$ cat config.mk
export PLATFORM = sky130hd
export DESIGN_NAME = tbm_unit
export DESIGN_NICKNAME = d
export VERILOG_FILES = /design/src/rtl/tbm_pkg.sv /design/src/rtl/tbm_adjust.sv /design/src/rtl/tbm_select.sv /design/src/rtl/tbm_outreg.sv /design/src/rtl/tbm_unit.sv
export SDC_FILE = /design/constraint.sdc
export NUM_CORES = 1
export LEC_CHECK = 0
export ABC_CLOCK_PERIOD_IN_PS = 3850
export CORE_MARGIN = 1
export CORE_UTILIZATION = 25
export DETAILED_ROUTE_END_ITERATION = 12
export DONT_BUFFER_PORTS = 1
export SYNTH_ARGS = -nofsm -noshare
export SYNTH_HDL_FRONTEND = slang
export SYNTH_SLANG_ARGS = --single-unit
$ cat constraint.sdc
create_clock -name clk -period 3.85 [get_ports clk]
set_input_delay 0.385 -clock clk [delete_from_list [all_inputs] [get_ports clk]]
set_output_delay 0.385 -clock clk [all_outputs]
set_load 0.01 [all_outputs]
$ cat src/rtl/tbm_pkg.sv
package tbm_pkg;

    typedef enum logic [3:0] {
        OP_CLR_LOWZ_RUN = 4'd0,
        OP_ALL_BUT_LOWZ = 4'd1,
        OP_ONLY_LOWZ    = 4'd2,
        OP_MASK_TO_LOWZ = 4'd3,
        OP_SET_LOWZ     = 4'd4,
        OP_FILL_BELOW_1 = 4'd5,
        OP_ALL_BUT_LOW1 = 4'd6,
        OP_CLR_TRAIL_1S = 4'd7,
        OP_TRAIL_0_MASK = 4'd8
    } tbm_op_e;

    typedef enum logic {
        ST_EMPTY = 1'b0,
        ST_FULL  = 1'b1
    } tbm_state_e;

    localparam int unsigned OP_BITS = 4;

endpackage

$ cat src/rtl/tbm_adjust.sv
module tbm_adjust #(
    parameter int unsigned WIDTH = 64
) (
    input  logic [WIDTH-1:0] x,
    output logic [WIDTH-1:0] x_inc,
    output logic [WIDTH-1:0] x_dec,
    output logic [WIDTH-1:0] x_inv
);

    localparam logic [WIDTH-1:0] ONE = WIDTH'(1);

    // Results are truncated to WIDTH, which gives wrap modulo 2^WIDTH.
    always_comb begin
        x_inc = x + ONE;
        x_dec = x - ONE;
        x_inv = ~x;
    end

endmodule

$ cat src/rtl/tbm_select.sv
module tbm_select
    import tbm_pkg::*;
#(
    parameter int unsigned WIDTH = 64
) (
    input  logic [OP_BITS-1:0] op,
    input  logic [WIDTH-1:0]   x,
    input  logic [WIDTH-1:0]   x_inc,
    input  logic [WIDTH-1:0]   x_dec,
    input  logic [WIDTH-1:0]   x_inv,
    output logic [WIDTH-1:0]   y
);

    tbm_op_e op_e;

    always_comb begin
        op_e = tbm_op_e'(op);
        unique case (op_e)
            OP_CLR_LOWZ_RUN: y = x     &  x_inc;
            OP_ALL_BUT_LOWZ: y = x     | ~x_inc;
            OP_ONLY_LOWZ:    y = x_inv &  x_inc;
            OP_MASK_TO_LOWZ: y = x     ^  x_inc;
            OP_SET_LOWZ:     y = x     |  x_inc;
            OP_FILL_BELOW_1: y = x     |  x_dec;
            OP_ALL_BUT_LOW1: y = x_inv |  x_dec;
            OP_CLR_TRAIL_1S: y = x_inv |  x_inc;
            OP_TRAIL_0_MASK: y = x_inv &  x_dec;
            default:         y = '0;
        endcase
    end

endmodule

$ cat src/rtl/tbm_outreg.sv
module tbm_outreg
    import tbm_pkg::*;
#(
    parameter int unsigned WIDTH = 64
) (
    input  logic             clk,
    input  logic             rst,
    input  logic             load,
    input  logic [WIDTH-1:0] d,
    output logic             valid,
    output logic [WIDTH-1:0] q
);

    tbm_state_e state_q;
    tbm_state_e state_d;

    // Transition GO_FULL on a strobe, GO_EMPTY otherwise.
    always_comb begin
        unique case (state_q)
            ST_EMPTY: state_d = load ? ST_FULL : ST_EMPTY;
            ST_FULL:  state_d = load ? ST_FULL : ST_EMPTY;
            default:  state_d = ST_EMPTY;
        endcase
    end

    always_ff @(posedge clk) begin
        if (rst) state_q <= ST_EMPTY;
        else     state_q <= state_d;
    end

    always_ff @(posedge clk) begin
        if (rst)       q <= '0;
        else if (load) q <= d;
    end

    assign valid = (state_q == ST_FULL);

endmodule

$ cat src/rtl/tbm_unit.sv
module tbm_unit
    import tbm_pkg::*;
#(
    parameter int unsigned WIDTH = 64
) (
    input  logic             clk,
    input  logic             rst,
    input  logic             in_valid,
    input  logic [3:0]       in_op,
    input  logic [WIDTH-1:0] in_x,
    output logic             out_valid,
    output logic [WIDTH-1:0] out_result
);

    logic [WIDTH-1:0] x_inc;
    logic [WIDTH-1:0] x_dec;
    logic [WIDTH-1:0] x_inv;
    logic [WIDTH-1:0] y;

    tbm_adjust #(.WIDTH(WIDTH)) u_adjust (
        .x     (in_x),
        .x_inc (x_inc),
        .x_dec (x_dec),
        .x_inv (x_inv)
    );

    tbm_select #(.WIDTH(WIDTH)) u_select (
        .op    (in_op),
        .x     (in_x),
        .x_inc (x_inc),
        .x_dec (x_dec),
        .x_inv (x_inv),
        .y     (y)
    );

    tbm_outreg #(.WIDTH(WIDTH)) u_outreg (
        .clk   (clk),
        .rst   (rst),
        .load  (in_valid),
        .d     (y),
        .valid (out_valid),
        .q     (out_result)
    );

endmodule

==> flow_summary_export.csv <==
group,metric,value,unit
status,outcome,"complete, no violations",
clock_tree,clk_latency,0.37,ns
power,switching_share,36.2,%
logic_synthesis,yosysUniqueCellTypes,81,
global_route,grt_first_pass_wirelength,67100,um
logic_synthesis,yosysTopAreaCell,"dfxtp_1",
layout,synthToLayoutAreaGrowth,6.46,%
layout,drive_above_1_share,7.91,%
logic_synthesis,syn_area,9610,um2
layout,layout_common_cells,"o21ai_0 (167), nand2_1 (115), nor2_1 (115)",
global_route,grt_overflow,0,
timing,finalSetupTns,0,ns
timing,hold_viol,0,
clock_tree,cts_sinks,65,
min_path,min_path_type,"primary input to register",
drt,wl_per_cell,24.7,um
logic_synthesis,syn_inst,1416,
timing,setup_viol,0,
logic_synthesis,synthArstFlopShare,0,%
layout,layout.cells.most_common,"o21ai_0",
logic_synthesis,synth.yosys.warnings,0,
flow_run,maxCapViolCount,0,
drt,ant_nets,0,
timing,final.min_clock_period,3.31,ns
logic_synthesis,ys_ff_latch,65,
timing,relSlewSlack,23.1,%
logic_synthesis,synth_ff_type,"dfxtp_1",
timing,timing.final.ws_setup,0.539,ns
clock_tree,clk_pin_slew,0.07,ns
setup_path,end_kind,"register",
floorplanning,ios,136,
drt,vias,11603,
placement,io_buffers,0,
floorplanning,core,37800,um2
floorplanning,rows,71,
drt,drt_iter0_markers,1408,
drt,dr.pass1.iters,8,
drt,drcViolationCount,0,
global_route,antenna_found_initial,1,
drt,routed_wl,45200,um
floorplanning,initial_core_util,25.5,%
power,pwr-share-seq,34.2,%
setup_path,critPathMaxFanout,8,
layout,nets,1447,
layout,final_cell_area,10200,um2
logic_synthesis,ys_seq_area_share,13.5,%
drt,vias_per_cell,6.35,
timing,fin_crit_sh,86.0,%
power,combPwrFrac,28.0,%
placement,dpl.hpwl,30300,um
placement,dpl_worst_slack,0.245,ns
global_route,grt_pass1_vias,10638,
floorplanning,fp.dieW,198,um
clock_tree,cts_setup_buffers,0,
timing,slew_viol_final,0,
setup_path,cp-start-kind,"primary input",
placement,dpl_cell_area,9970,um2
floorplanning,die_h,198,um
global_route,grtUsageTotal,22.5,%
clock_tree,cts_tree,"done",
power,pwr_density_cell,217,nW/um2
setup_path,arrival,3.57,ns
timing,rsz0062_at_grt,"false",
timing,fin_skew,0,ns
logic_synthesis,synth_top_area_share,13.5,%
setup_path,crit_type,"primary input to register",
setup_path,crit_required,4.11,ns
logic_synthesis,syn_area_per_cell,6.79,um2
placement,gp_congestion,0.911,
power,intPower,0.00142,W
clock_tree,cts_buffers,9,
floorplanning,dieArea,39200,um2
logic_synthesis,syn-num-nets,1552,
clock_tree,post_cts_resized,0,
logic_synthesis,synth_edf_count,0,
power,max-vdd-ir-drop,223,uV
layout,diodes,0,
power,switching_power,0.000805,W
timing,worst_slew_pin_slew,1.15,ns
clock_tree,cts_max_path_buffers,2,
clock_tree,hold_buffers,0,
power,power_frac_clock,37.7,%
logic_synthesis,synth_area_leaders,"dfxtp_1 (14%), o21ai_0 (8.7%), ha_1 (8.5%), a21oi_1 (5.6%), clkbuf_1 (5.2%)",
timing,max_freq,0.302,GHz
clock_tree,cts-root-buf,"clkbuf_16",
setup_path,r2r_slack,2.57,ns
global_route,grt_max_degree,115,
power,cellLeakagePower,3.38,nW
clock_tree,htree_levels,3,
[stage by stage]
stage | util [%] | cells | total power, W | hold WS (ns)
3_5_place_dp | 26.4 | 1811 | 0.00138 | 0.464
5_1_grt | 27.1 | 1826 | 0.00231 | 0.0747
3_3_place_gp | 26.4 | 1811 | 0.00136 | 0.462
6_report | 27.1 | 1826 | 0.00222 | 0.0676
4_1_cts | 27.1 | 1826 | 0.00222 | 0.0693
2_1_floorplan | - | 1416 | 0.00131 | 0.486
[synth_stat cells, types with 20 or more instances]
| cell | n |
|---|---|
| nor2_1 | 116 |
| nand3_1 | 53 |
| nor3_1 | 42 |
| a21oi_1 | 107 |
| nor4_1 | 30 |
| nand4_1 | 26 |
| ha_1 | 65 |
| a31oi_1 | 20 |
| nand2_1 | 115 |
| mux2i_1 | 37 |
| inv_1 | 21 |
| nor2b_1 | 34 |
| o21ai_0 | 167 |
| dfxtp_1 | 65 |
| a221oi_1 | 37 |
| clkbuf_1 | 134 |
[power by group through the flow]
stage          clock network (W)  registers, W  logic (W)
6_report                0.000839      0.000761   0.000623
5_1_grt                 0.000862      0.000768   0.000680
4_1_cts                 0.000846      0.000764   0.000608
3_5_place_dp                   0      0.000779   0.000605
3_3_place_gp                   0      0.000779   0.000585
2_1_floorplan                  0      0.000755   0.000556
[area by class of cell]
class | instances | area [um2]
multi-input cells | 1174 | 7650
clock inverters | 3 | 17.5
flip-flops and latches | 65 | 1300
repair buffers | 36 | 283
inverters | 25 | 93.8
well taps | 511 | 639
clock buffers | 12 | 246
fillers | 4114 | 27500
[cells by family (layout without fill, tap and decap cells)]
family,after synthesis,after routing,synth area share (%)
AO/OA/AOI/OAI,531,531,36.6
AND/OR/NAND/NOR,511,511,27.3
buffers and inverters,177,76,7.11
adder cells (fa/ha/maj),65,65,8.46
flip-flops,65,65,13.5
multiplexers,52,52,5.61
XOR/XNOR,15,15,1.37
[path summary, 6_finish.rpt]
kind | start | to | depth (start not counted)
setup / recovery | in_x[6] | u_outreg.q[50] | 14
hold / removal | rst | u_outreg.q[58] | 1
setup reg to reg | u_outreg.q[17] | u_outreg.q[17] | 4
hold reg to reg | u_outreg.q[10] | u_outreg.q[10] | 2
[flip-flops by register name, summed over array words and instances, names as in the netlist]
signal	cells
u_outreg.q	64
u_outreg.valid	1
[per-layer routing]
layer,vias up,share of wire (%),track usage (%)
met5,-,0,0
met3,161,14,8.96
met4,0,5.2,12.8
li1,5213,-,-
met1,5470,38,27.1
met2,759,43,33.9
[critical path: stages]
cell      delay, ns
nand4_1        0.15
nor4_1         0.57
nand2_1        0.26
or2_1          0.36
nor3_1         0.20
buf_4          0.20
inv_1          0.06
ha_1           0.29
nor2b_1        0.16
o21ai_0        0.18
a21oi_1        0.09
a221oi_1       0.23
o21ai_0        0.14
o221a_2        0.29
No activity file was read; power rests on OpenSTA's default activity.
